[src/rtl/c42_pkg.sv]
package c42_pkg;
   // Final carry-propagate adder variants
   localparam int CPA_RIPPLE = 0;
   localparam int CPA_PREFIX = 1;
   // Number of same-weight data inputs of one counter
   localparam int CNT_FANIN  = 4;
endpackage

[src/rtl/c42_fa.sv]
module c42_fa (
   input  logic a,
   input  logic b,
   input  logic ci,
   output logic s,
   output logic co
);
   assign s  = a ^ b ^ ci;
   assign co = (a & b) | (ci & (a ^ b));
endmodule

[src/rtl/c42_cell.sv]
// (4,2) counter: two cascaded full adders. cout is taken from the first
// adder only, so it never waits on cin.
module c42_cell (
   input  logic a,
   input  logic b,
   input  logic c,
   input  logic d,
   input  logic cin,
   output logic sum,
   output logic carry,
   output logic cout
);
   logic mid;

   c42_fa u_fa_hi (.a(a),   .b(b), .ci(c),   .s(mid), .co(cout));
   c42_fa u_fa_lo (.a(mid), .b(d), .ci(cin), .s(sum), .co(carry));
endmodule

[src/rtl/c42_row.sv]
// One row of N counters sharing a lateral carry chain from bit 0 upward.
module c42_row #(
   parameter int N = 8
) (
   input  logic [N-1:0] a,
   input  logic [N-1:0] b,
   input  logic [N-1:0] c,
   input  logic [N-1:0] d,
   output logic [N-1:0] sum,
   output logic [N-1:0] carry,
   output logic         cout
);
   if (N < 1) begin : g_bad_n
      $error("c42_row: N must be at least 1");
   end

   logic [N:0] lat;
   assign lat[0] = 1'b0;

   for (genvar k = 0; k < N; k++) begin : g_cell
      c42_cell u_cell (
         .a(a[k]), .b(b[k]), .c(c[k]), .d(d[k]), .cin(lat[k]),
         .sum(sum[k]), .carry(carry[k]), .cout(lat[k+1])
      );
   end

   assign cout = lat[N];
endmodule

[src/rtl/c42_cpa.sv]
// Final carry-propagate adder, result taken modulo 2^N.
module c42_cpa
   import c42_pkg::*;
#(
   parameter int N    = 16,
   parameter int KIND = CPA_PREFIX
) (
   input  logic [N-1:0] x,
   input  logic [N-1:0] y,
   output logic [N-1:0] s
);
   if (N < 3) begin : g_bad_n
      $error("c42_cpa: N must be at least 3");
   end
   if (KIND != CPA_RIPPLE && KIND != CPA_PREFIX) begin : g_bad_kind
      $error("c42_cpa: unknown adder kind");
   end

   if (KIND == CPA_RIPPLE) begin : g_ripple
      logic [N-1:0] ch;
      assign ch[0] = 1'b0;
      for (genvar i = 0; i < N - 1; i++) begin : g_bit
         c42_fa u_fa (.a(x[i]), .b(y[i]), .ci(ch[i]), .s(s[i]), .co(ch[i+1]));
      end
      assign s[N-1] = x[N-1] ^ y[N-1] ^ ch[N-1];
   end else begin : g_prefix
      localparam int M = N - 1;          // carries into bits 1..N-1
      localparam int L = $clog2(M);      // prefix levels

      logic [N-1:0]      hx;
      logic [L:0][M-1:0] gk;

      assign hx    = x ^ y;
      assign gk[0] = x[M-1:0] & y[M-1:0];

      for (genvar l = 0; l < L; l++) begin : g_lvl
         localparam int D = 1 << l;
         // group propagate, kept only for spans not yet reaching bit 0
         logic [M-1:D] pin;
         if (l == 0) begin : g_p0
            assign pin = hx[M-1:1];
         end else begin : g_pn
            assign pin = g_lvl[l-1].g_nx.pnx;
         end
         for (genvar i = 0; i < M; i++) begin : g_g
            if (i >= D) begin : g_comb
               assign gk[l+1][i] = gk[l][i] | (pin[i] & gk[l][i-D]);
            end else begin : g_pass
               assign gk[l+1][i] = gk[l][i];
            end
         end
         if (2 * D <= M - 1) begin : g_nx
            logic [M-1:2*D] pnx;
            for (genvar i = 2 * D; i < M; i++) begin : g_p
               assign pnx[i] = pin[i] & pin[i-D];
            end
         end
      end

      assign s[0] = hx[0];
      for (genvar i = 1; i < N; i++) begin : g_sum
         assign s[i] = hx[i] ^ gk[L][i-1];
      end
   end
endmodule

[src/rtl/c42_mult.sv]
module c42_mult
   import c42_pkg::*;
#(
   parameter int WIDTH    = 8,
   parameter int CPA_KIND = CPA_PREFIX
) (
   input  logic [WIDTH-1:0]   mcand,
   input  logic [WIDTH-1:0]   mplier,
   output logic [2*WIDTH-1:0] product
);
   localparam int P      = 2 * WIDTH;          // product width
   localparam int GROUPS = WIDTH / CNT_FANIN;  // first-level counter rows
   localparam int RW     = WIDTH + CNT_FANIN - 1;  // span of one group
   localparam int OW     = RW + 1;                 // span after reduction

   if (!(WIDTH == 4 || WIDTH == 8)) begin : g_bad_width
      $error("c42_mult: WIDTH must be 4 or 8");
   end

   // Partial products: row r is the multiplicand gated by multiplier bit r
   logic [WIDTH-1:0][WIDTH-1:0] pp;
   for (genvar r = 0; r < WIDTH; r++) begin : g_pp
      assign pp[r] = mcand & {WIDTH{mplier[r]}};
   end

   // First level: each group of four rows becomes a sum and a carry vector
   logic [GROUPS-1:0][P-1:0] ls;
   logic [GROUPS-1:0][P-1:0] lc;

   for (genvar g = 0; g < GROUPS; g++) begin : g_l1
      logic [CNT_FANIN-1:0][RW-1:0] vin;
      logic [RW-1:0] s1;
      logic [RW-1:0] c1;
      logic          co1;

      for (genvar k = 0; k < CNT_FANIN; k++) begin : g_align
         assign vin[k] = RW'(pp[CNT_FANIN*g+k]) << k;
      end

      c42_row #(.N(RW)) u_row (
         .a(vin[0]), .b(vin[1]), .c(vin[2]), .d(vin[3]),
         .sum(s1), .carry(c1), .cout(co1)
      );

      assign ls[g] = P'({co1, s1})  << (CNT_FANIN * g);
      assign lc[g] = P'({c1, 1'b0}) << (CNT_FANIN * g);
   end

   // Second level (two groups) or direct hand-off (one group)
   logic [P-1:0] opx;
   logic [P-1:0] opy;
   logic [1:0]   spill;

   if (GROUPS == 1) begin : g_one_level
      assign opx   = ls[0];
      assign opy   = lc[0];
      assign spill = 2'b00;
   end else begin : g_two_level
      logic [P-1:0] s2;
      logic [P-1:0] c2;
      logic         co2;

      c42_row #(.N(P)) u_row2 (
         .a(ls[0]), .b(lc[0]), .c(ls[GROUPS-1]), .d(lc[GROUPS-1]),
         .sum(s2), .carry(c2), .cout(co2)
      );

      assign opx   = s2;
      assign opy   = {c2[P-2:0], 1'b0};
      assign spill = {co2, c2[P-1]};
   end

   c42_cpa #(.N(P), .KIND(CPA_KIND)) u_cpa (
      .x(opx), .y(opy), .s(product)
   );
endmodule

[config.mk]
export PLATFORM = sky130hd
export DESIGN_NAME = c42_mult
export DESIGN_NICKNAME = d
export VERILOG_FILES = /design/src/rtl/c42_pkg.sv /design/src/rtl/c42_fa.sv /design/src/rtl/c42_cell.sv /design/src/rtl/c42_row.sv /design/src/rtl/c42_cpa.sv /design/src/rtl/c42_mult.sv
export SDC_FILE = /design/constraint.sdc
export NUM_CORES = 1
export LEC_CHECK = 0
export ABC_CLOCK_PERIOD_IN_PS = 11800
export BUFFER_PORTS_ARGS = -buffer_cell sky130_fd_sc_hd__clkbuf_2
export CAP_MARGIN = 20
export CORE_MARGIN = 4
export CORE_UTILIZATION = 65
export DETAILED_ROUTE_END_ITERATION = 10
export PLACE_DENSITY = 0.89
export SLEW_MARGIN = 25
export SYNTH_ARGS = -nofsm -noshare
export SYNTH_HDL_FRONTEND = slang
export SYNTH_SLANG_ARGS = --single-unit
export TNS_END_PERCENT = 10
[constraint.sdc]
create_clock -name vclk -period 11.8
set_input_delay 2.36 -clock vclk [all_inputs]
set_output_delay 2.36 -clock vclk [all_outputs]
set_load 0.03 [all_outputs]
Yosys cells after proc, flatten, opt, wreduce, memory -nomap -nowiden
Index checks and enable logic that the tools add are counted.

Logic and storage cells: 362. Output and inout port bits: 16. Bits in registers: 0.

Bitwise gates (word level): 362.

Operators by type and width (number): AND 1 bit (165); XOR 1 bit (104); bitwise OR 1 bit (83); AND 8 bit (8); XOR 15 x 16 -> 16 bit (1); AND 15 bit (1).

Longest topological paths before layout
Gate-level depths: netlist of the first run.

Word-level depth: 20. Mapped depth: 16. Depth with buffers taken out: 15.

Cells and area by module
A second synthesis of the first run with hierarchy kept.

Cell total of the unflattened synthesis: 232. Area, all modules: 2600.0 um^2.

By module, submodules not included: c42_fa (area an instance 20.0 um^2, sequential area each 0.0 um^2, cells each 1, instances 76); c42_cpa (area an instance 663.1 um^2, sequential area each 0.0 um^2, cells each 88, instances 1); c42_mult (area an instance 404.1 um^2, sequential area each 0.0 um^2, cells each 65, instances 1); c42_row (area an instance 3.8 um^2, sequential area each 0.0 um^2, cells each 1, instances 3).

Worst setup path after synthesis of the first run
Ideal clock, no wire load.

Kind: input to output. Start point: input port mcand[4]. End point: output port product[13]. Buffers on the path: 1. Arrival: 6283 ps. Stages on the path: 14. Setup slack: 3157 ps. Path through: clkbuf_1 -> nand2_1 -> fa_1 -> inv_1 -> fa_1 -> inv_1 -> fa_1 -> fa_1 -> inv_1 -> ha_1 -> nor2b_2 -> a311oi_2 -> a21oi_2 -> xor2_1.

Longest elaborated chain between the ends: 19. Elaborated cells on any way between the ends: 172. Those cells by class: bitwise: 172.

Ends and longest elaborated chain: start: declaration (line c42_mult.sv:7) `input logic [WIDTH-1:0] mcand,`; AND 8 bit (line c42_mult.sv:23) `assign pp[r] = mcand & {WIDTH{mplier[r]}};`; XOR 1 bit (line c42_fa.sv:8, c42_fa.sv:9); AND 1 bit or XOR 1 bit (tied branches) (line c42_fa.sv:9, c42_fa.sv:8); bitwise OR 1 bit or XOR 1 bit (tied branches) (line c42_fa.sv:9, c42_fa.sv:8); AND 1 bit (line c42_fa.sv:9) `assign co = (a & b) | (ci & (a ^ b));`; bitwise OR 1 bit (line c42_fa.sv:9); XOR 1 bit (line c42_fa.sv:8, c42_fa.sv:9); AND 1 bit or XOR 1 bit (tied branches) (line c42_fa.sv:9, c42_fa.sv:8); [2 not listed]; bitwise OR 1 bit or XOR 15 x 16 -> 16 bit (tied branches) (line c42_fa.sv:9, c42_cpa.sv:33); AND 15 bit, or another cell as far along (line c42_cpa.sv:34) `assign gk[0] = x[M-1:0] & y[M-1:0];`; AND 1 bit, or another cell as far along (line c42_cpa.sv:47) `assign gk[l+1][i] = gk[l][i] | (pin[i] & gk[l][i-D]);`; bitwise OR 1 bit or AND 1 bit (tied branches) (line c42_cpa.sv:47); AND 1 bit or bitwise OR 1 bit (tied branches) (line c42_cpa.sv:47); bitwise OR 1 bit or AND 1 bit (tied branches) (line c42_cpa.sv:47); bitwise OR 1 bit (2 in series) (line c42_cpa.sv:47); XOR 1 bit (*) (line c42_cpa.sv:62) `assign s[i] = hx[i] ^ gk[L][i-1];`; end: declaration (line c42_mult.sv:9) `output logic [2*WIDTH-1:0] product`.

Every way passes the cells marked *; elsewhere a longest branch is shown, timed or not.

Worst setup path in the final report of the first run
Start point: input port mplier[4]. End point: output port product[12].

Longest elaborated chain between the ends: 17. Elaborated cells on any way between the ends: 140. Those cells by class: bitwise: 140.

Ends and longest elaborated chain: start: declaration (line c42_mult.sv:8) `input logic [WIDTH-1:0] mplier,`; AND 8 bit (*) (line c42_mult.sv:23); XOR 1 bit (line c42_fa.sv:8, c42_fa.sv:9); XOR 1 bit or AND 1 bit (tied branches) (line c42_fa.sv:8, c42_fa.sv:9); XOR 1 bit or bitwise OR 1 bit (tied branches) (line c42_fa.sv:8, c42_fa.sv:9); XOR 1 bit or AND 1 bit (tied branches) (line c42_fa.sv:8, c42_fa.sv:9); AND 1 bit, or another cell as far along (line c42_fa.sv:9); bitwise OR 1 bit or XOR 1 bit (tied branches) (line c42_fa.sv:9, c42_fa.sv:8); AND 1 bit (line c42_fa.sv:9); bitwise OR 1 bit (line c42_fa.sv:9); XOR 15 x 16 -> 16 bit or AND 15 bit (tied branches) (line c42_cpa.sv:33, c42_cpa.sv:34); AND 1 bit (line c42_cpa.sv:47); bitwise OR 1 bit (line c42_cpa.sv:47); AND 1 bit (line c42_cpa.sv:47); bitwise OR 1 bit (3 in series) (line c42_cpa.sv:47); XOR 1 bit (*) (line c42_cpa.sv:62).

Marked as above.

==> metrics.yaml, run 1 <==
yosys:
  syn-num-nets: 293
  ys_top_cells_by_count: "nand2_1 (46), inv_1 (42), fa_1 (39)"
  synthCells: 215
  synth_warnings: 0
  synth_top_area_share_pct: 42.25
  yosysUniqueCellTypes: 26
  yosysMostFrequentCell: "nand2_1"
  ys_top_cells_by_area: "fa_1 (42%), ha_1 (16%), nand2_1 (9.3%), inv_1 (8.5%), and2_1 (6.8%)"
  synth_area_per_cell_um2: 8.595
  seq_area_frac_synth_pct: 0
  synth_top_area_cell: "fa_1"
  synth_area_mm2: 0.001848
die:
  die_h_um: 61.32
  die_w_um: 61.32
  initial_core_util_pct: 67.60
  rows: 19
  core_area_mm2: 0.002734
  dieArea_mm2: 0.003760
  ioPinCount: 32
layout:
  clock_buffers: 0
  syn_to_final_growth_pct: 8.328
  nFlopsAndLatches: 0
  drive_gt1_share_pct: 17.08
  final_util_pct: 73.23
  n_antenna_cell: 0
  multi_input_area_mm2: 0.001645
  n_fill_cell: 223
  nets: 320
  seq_area_um2: 0
pwr:
  power_density_mw_per_mm2: 188.6
  ir_drop_v: 0.0002732
  p_leak_uw: 0.001084
global_routing:
  grt_first_pass_wirelength_um: 6210
  grt_usage_pct: 21.62
  grt-ovfl-total: 0
  grt_max_degree: 9
  grt_pass1_vias: 1493
  antenna_found_initial: 0
cts:
  ctsHoldBuffers: 0
  post_cts_buffers: 0
  cts_resized: 0
sta:
  drv_slew: 0
  hold_viol: 0
  worst_pin_slew_ps: 345.9
  min_period_ps: 8671
  setup_viol: 0
  fmax_mhz: 115.3
  setup_tns_ps: 0
  slew_headroom_pct: 76.94
  rsz0062_at_grt: "false"
  period_share_pct: 73.49
placement:
  dp_hpwl_um: 3136
  gp_congestion: 0.8769
  portBuffers: 32
routing:
  routedWlPerCell_um: 13.23
  dr_wl_met3_um: 153
  drc_errors: 0
  num_vias: 1470
  routed_wl_um: 3586
  highest_layer: "met4"
  met1_length_um: 1398
  first_pass_iters: 4
  drt_iter0_drc: 74
  met2_length_um: 2017
  drt-vias-per-instance: 5.424
  ant_nets: 0
worst_hold_path:
  hp-class: "in -> out"
run:
  cap_violations: 0
setup_path:
  worst_setup_path_start_kind: "primary input"
  critPathRequiredTime_ps: 9440
  crit_path_max_fanout: 8
  end_kind: "output port"
  arrival_ps: 6310
  critPathKind: "in -> out"
run_status:
  status: "complete, no violations"
==> report_power, final <==
part / total [uW] / internal, uW / switching (uW)
logic: 378 / 135 / 243
clock network: 0 / 0 / 0
registers: 0 / 0 / 0
total: 378 / 135 / 243
==> layout by cell type (no fill, tap or decap) <==
cell / instances
nand2_1: 46
inv_1: 42
fa_1: 39
clkbuf_2: 32
ha_1: 23
and2_1: 20
nor2_1: 6
xnor2_1: 5
xor2_1: 4
a21oi_2: 3
a21oi_1: 3
a31oi_1: 3
nand3_1: 2
nor2b_2: 1
nand3_2: 1
nand2_2: 1
o2111ai_2: 1
a21boi_2: 1
a311oi_2: 1
a21o_1: 1
o21a_1: 1
and3_1: 1
o21ai_0: 1
o2bb2ai_1: 1
nor2b_1: 1
==> critical path, cell delays in order <==
cell	delay, ps
clkbuf_2	180
nand2_1	100
fa_1	530
inv_1	50
fa_1	540
inv_1	50
fa_1	460
fa_1	550
inv_1	40
ha_1	390
nand3_1	130
o2111ai_2	170
a21o_1	210
a21oi_1	170
xnor2_1	130
clkbuf_2	220
==> final timing paths <==
kind / endpoint / start / cells after the start / slack, ps
worst max-delay path: product[12] / mplier[4] / 16 / 3130
worst min-delay path: product[0] / mcand[0] / 3 / 5200
==> logic make-up after synthesis <==
family / synth area share (%)
compound gates: 7.041
xor+xnor: 4.265
fa+ha+maj: 57.82
buf+inv: 10.97
simple gates: 19.91
==> per-layer routing <==
layer	global-route usage, %	vias to the layer above
li1	-	702
met1	29.57	727
met2	39.73	39
met3	0.6289	2
met4	1.858	0
met5	0	-
==> area by class of cell <==
cell class	count	area share, %
inverters	42	7.875
multi-input cells	166	82.19
well taps	31	1.938
repair buffers	32	8.000
==> per-stage QoR <==
step           worst slack (ps)  hold WS (ps)  cell area [um^2]  power, uW  cells
2_1_floorplan              3157          4961              1848      305.3    215
3_3_place_gp               3163          5202              2002      373.5    271
3_5_place_dp               3117          5212              2002      382.0    271
4_1_cts                    3119          5212              2002      383.4    271
5_1_grt                    2910          5230              2002      419.4    271
6_report                   3129          5203              2002      377.6    271
Note: power is estimated with default switching activity, not from simulation.
==> run 2: changes to the inputs <==
Settings changed: ABC_CLOCK_PERIOD_IN_PS 11800 to 7500, CORE_UTILIZATION 65 to 55, PLACE_DENSITY 0.89 to 0.8.
Clock period 11.8 ns to 7.5 ns, I/O delays scaled along.
==> run 2 against run 1 <==
  * Non-clock buffer count did not move
  * Sequential share of layout area did not move
  * Core utilization fell by 8.7 points
  * Worst hold slack got worse by 1700 ps
  * Via count rose by 1.2%
  * Global-route usage fell by 2.3 points
  * Total power rose by 58%
  * Critical path depth did not move
  * Routed wire length rose by 2.0%
  * Worst setup slack got worse by 2600 ps
  * Cell count rose by 4.8%
  * First-iteration DRC count fell by 18%
  * Critical path type unchanged
  * Largest cell class unchanged
  * Largest power group unchanged
==> metrics.yaml, run 2 (synthesis results as in run 1) <==
pwr:
  p_sw_uw: 383.1  # +58%
  p_seq_share_pct: 0  # unchanged
  p_leak_uw: 0.001084  # unchanged
  p_comb_share_pct: 100.0  # about the same
  ir_drop_v: 0.0002906  # +6.4%
  swShare_pct: 64.30  # about the same
  clockPowerShare_pct: 0  # unchanged
  power_density_mw_per_mm2: 295.2  # +57%
  intPower_uw: 212.7  # +58%
die:
  die_w_um: 65.97  # +7.6%
  die_h_um: 65.97  # +7.6%
  rows: 20  # +1
  dieArea_mm2: 0.004351  # +16%
  core_area_mm2: 0.003128  # +14%
  ioPinCount: 32  # unchanged
  initial_core_util_pct: 59.08  # -8.5 points
sta:
  slew_headroom_pct: 77.45  # +0.51 points
  setup_tns_ps: 0  # unchanged
  worst_pin_slew_ps: 338.2  # -7.661 ps
  drv_slew: 0  # unchanged
  rsz0062_at_grt: "false"
  fmax_mhz: 143.8
  hold_viol: 0  # unchanged
  setup_viol: 0  # unchanged
  finalWorstSetupSlack_ps: 547.7  # -2581 ps
  period_share_pct: 92.70
  min_period_ps: 6952
worst_hold_path:
  hp-class: "in -> out"
setup_path:
  cp_top_family: "adder cells"
  path_cells: "clkbuf_2, nand2_1, fa_1, inv_1, fa_1, inv_1, fa_1, fa_1, inv_1, ha_1, nand2_2, o2111ai_2, a21o_1, a21oi_1, xnor2_1, clkbuf_2"
  critPathKind: "in -> out"
  worst_path_most_repeated_cell: "fa_1"
  crit_path_max_fanout: 8  # unchanged
  crit_buf_inv: 5  # unchanged
  slowest_stage: "fa_1"
  arrival_ps: 5450  # -860 ps
  end_kind: "output port"
  worst_setup_path_start_kind: "primary input"
  critPathRequiredTime_ps: 6000  # -3440 ps
  crit_path_max_incr_delay_ps: 560  # about the same
routing:
  ant_nets: 0  # unchanged
  num_vias: 1487  # +1.2%
  drt_iter0_drc: 61  # -18%
  drc_errors: 0  # unchanged
  first_pass_iters: 5  # +1
  drt-vias-per-instance: 5.236  # -3.5%
  routed_wl_um: 3656  # +2.0%
  routedWlPerCell_um: 12.87  # -2.7%
layout:
  drive_gt1_share_pct: 17.08  # unchanged
  nets: 320  # unchanged
  n_antenna_cell: 0  # unchanged
  instances_no_fill: 284  # +4.8%
  nFlopsAndLatches: 0  # unchanged
  final_cell_mix: "nand2_1 (46), inv_1 (42), fa_1 (39)"
  syn_to_final_growth_pct: 9.208
  finish.instance_area_mm2: 0.002018  # +0.81%
  final_common_cell: "nand2_1"
  seq_area_um2: 0  # unchanged
  final_util_pct: 64.52  # -8.7 points
  clock_buffers: 0  # unchanged
cts:
  cts_resized: 0  # unchanged
  post_cts_buffers: 0  # unchanged
  ctsHoldBuffers: 0  # unchanged
placement:
  dp_hpwl_um: 3281  # +4.6%
  placed_area_mm2: 0.002018  # +0.81%
  placedCellCount: 284  # +4.8%
  place_ws_ps: 513.4  # -2604 ps
  gp_congestion: 0.8980  # +2.4%
  portBuffers: 32  # unchanged
global_routing:
  met2_usage_pct: 37.05  # -2.7 points
  met3_usage_pct: 0.6803  # +0.051 points
  grtUsageMet1_pct: 23.59  # -6.0 points
  grt_max_degree: 9  # unchanged
  grt_first_pass_wirelength_um: 6679  # +7.6%
  grt-ovfl-total: 0  # unchanged
  grt_pass1_vias: 1603  # +7.4%
  grt_usage_pct: 19.29  # -2.3 points
  top_usage_layer: "met2"
  antenna_found_initial: 0  # unchanged
run_status:
  status: "complete, no violations"
run:
  cap_violations: 0  # unchanged
-- run 2: cell counts in the layout (fill, tap and decap cells not counted) --
Identical to the previous run, type by type.
-- run 2: final timing paths --
kind,depth (start not counted),end,from
min,3,product[0],mcand[0]
max,16,product[12],mcand[5]
-- run 2: metrics by stage --
step	hold WS, ps	total power (uW)
2_1_floorplan	3241	480.4
3_3_place_gp	3478	590.9
3_5_place_dp	3482	606.1
4_1_cts	3482	608.8
5_1_grt	3496	664.6
6_report	3477	595.8
-- run 2: routing by layer --
| layer | vias up | share of wire, % |
|---|---|---|
| li1 | 702 | - |
| met5 | - | 0 |
| met1 | 727 | 38 |
| met2 | 50 | 53 |
| met4 | 0 | 2.8 |
| met3 | 8 | 5.8 |
-- run 2: power by group through the flow --
| stage | clock network, uW | registers (uW) | logic [uW] |
|---|---|---|---|
| 2_1_floorplan | 0 | 0 | 480 |
| 3_3_place_gp | 0 | 0 | 591 |
| 3_5_place_dp | 0 | 0 | 606 |
| 4_1_cts | 0 | 0 | 609 |
| 5_1_grt | 0 | 0 | 665 |
| 6_report | 0 | 0 | 596 |
-- run 2: final cells by class --
cell class	instances	area, um^2
fillers	281	1110
well taps	44	55.05
multi-input cells	166	1645
repair buffers	32	160.2
inverters	42	157.7
==> run 3: changes to the inputs <==
Settings changed: CELL_PAD_IN_SITES_DETAIL_PLACEMENT set to 0, CELL_PAD_IN_SITES_GLOBAL_PLACEMENT set to 2, CORE_UTILIZATION 55 to 33.
==> run 3 against run 2 <==
  * Combinational power about the same
  * Largest cell class unchanged
  * Cell area rose by 1.6%
  * Die area grew 58%
  * Core utilization decreased by 26 points
  * Sequential share of layout area unchanged
  * First-iteration DRC count down 62%
  * Global-route usage fell by 8.0 points
  * Fmax is 0.18% lower
  * Cell count increased by 9.2%
  * Total power decreased by 0.22%
==> metrics.yaml, run 3 (synthesis results as in run 1) <==
die:
  die_w_um: 82.84  # +26%
  core_area_mm2: 0.005270  # +68%
  ioPinCount: 32  # unchanged
  initial_core_util_pct: 35.07  # -24 points
  rows: 26  # +30%
  die_h_um: 82.84  # +26%
  dieArea_mm2: 0.006862  # +58%
layout:
  n_antenna_cell: 0  # unchanged
  drive_gt1_share_pct: 17.08  # unchanged
  n_fill_cell: 603  # +110%
  finish.instance_area_mm2: 0.002051  # +1.6%
  nFlopsAndLatches: 0  # unchanged
  final_common_cell: "nand2_1"
  final_cell_mix: "nand2_1 (46), inv_1 (42), fa_1 (39)"
  seq_area_um2: 0  # unchanged
  multi_input_area_mm2: 0.001645  # unchanged
  clock_buffers: 0  # unchanged
  syn_to_final_growth_pct: 10.97
  nets: 320  # unchanged
global_routing:
  grt_usage_pct: 11.34  # -8.0 points
  grt_first_pass_wirelength_um: 6755  # +1.1%
  grt_pass1_vias: 1470  # -8.3%
  antenna_found_initial: 0  # unchanged
  grt_max_degree: 9  # unchanged
  grt-ovfl-total: 0  # unchanged
placement:
  place_ws_ps: 525.5  # +12.13 ps
  portBuffers: 32  # unchanged
  placed_area_mm2: 0.002051  # +1.6%
  dp_hpwl_um: 3307  # +0.82%
  gp_congestion: 0.7689  # -14%
setup_path:
  crit_path_max_fanout: 8  # unchanged
  arrival_ps: 5460  # about the same
  critPathRequiredTime_ps: 6000  # about the same
  critPathKind: "in -> out"
  worst_setup_path_start_kind: "primary input"
  end_kind: "output port"
cts:
  ctsHoldBuffers: 0  # unchanged
  post_cts_buffers: 0  # unchanged
  cts_resized: 0  # unchanged
routing:
  drt_iter0_drc: 23  # -62%
  routed_wl_um: 3777  # +3.3%
  routedWlPerCell_um: 12.18  # -5.4%
  ant_nets: 0  # unchanged
  drt-vias-per-instance: 4.658  # -11%
  first_pass_iters: 4  # -1
  drc_errors: 0  # unchanged
  num_vias: 1444  # -2.9%
worst_hold_path:
  hp-class: "in -> out"
  min_to: "product[0]"
  holdPathStages: 3  # unchanged
  hold_start: "mcand[0]"
sta:
  drv_slew: 0  # unchanged
  fmax_mhz: 143.6  # -0.18%
  worst_pin_slew_ps: 368.2  # +29.97 ps
  hold_viol: 0  # unchanged
  rsz0062_at_grt: "false"
  finalWorstSetupSlack_ps: 535.2  # -12.51 ps
  min_period_ps: 6965  # +12.51 ps
  period_share_pct: 92.86  # +0.17 points
  setup_viol: 0  # unchanged
  setup_tns_ps: 0  # unchanged
  hold-worst-slack_ps: 3478  # +1.150 ps
  slew_headroom_pct: 75.45  # -2.0 points
pwr:
  p_leak_uw: 0.001084  # unchanged
  ir_drop_v: 0.0002228  # -23%
  power_density_mw_per_mm2: 289.9  # -1.8%
run_status:
  status: "complete, no violations"
run:
  cap_violations: 0  # unchanged
## run 3: cell counts in the layout (fill, tap and decap cells not counted)
No cell type changed its count.
## run 3: metrics by stage
step	power, uW	util (%)	instances
floorplan	480.4	-	215
global placement	602.9	38.91	310
finish	594.5	38.91	310
global route	661.1	38.91	310
detailed placement	605.5	38.91	310
CTS	608.4	38.91	310
## run 3: final cells by class
class              count  share of cell area [%]
well taps             70                   4.271
multi-input cells    166                   80.23
inverters             42                   7.688
repair buffers        32                   7.810
## run 3: power breakdown
group	internal [uW]	total, uW	switching (uW)
clock	0	0	0
combinational	212	595	383
sequential	0	0	0
## run 3: per-layer routing
metal,track usage [%],routed length (um)
met1,16.30,1759
met2,20.19,1913
met3,0.3960,103
met4,0,0
met5,0,0
## run 3: worst max-delay path by stage
stage             start           to  depth (start not counted)
2_1_floorplan  mcand[4]  product[13]                         14
3_3_place_gp   mcand[5]  product[12]                         16
3_5_place_dp   mcand[5]  product[12]                         16
4_1_cts        mcand[5]  product[13]                         16
5_1_grt        mcand[5]  product[12]                         16
6_report       mcand[5]  product[13]                         16
## run 3: worst max-delay path, stage by stage
cell and delay [ps]:
clkbuf_2 190, nand2_1 110, fa_1 540, inv_1 50
fa_1 530, inv_1 60, fa_1 470, fa_1 540
inv_1 40, ha_1 400, nand2_2 120, a21boi_2 70
a311oi_2 380, a21oi_2 100, xor2_1 150, clkbuf_2 220
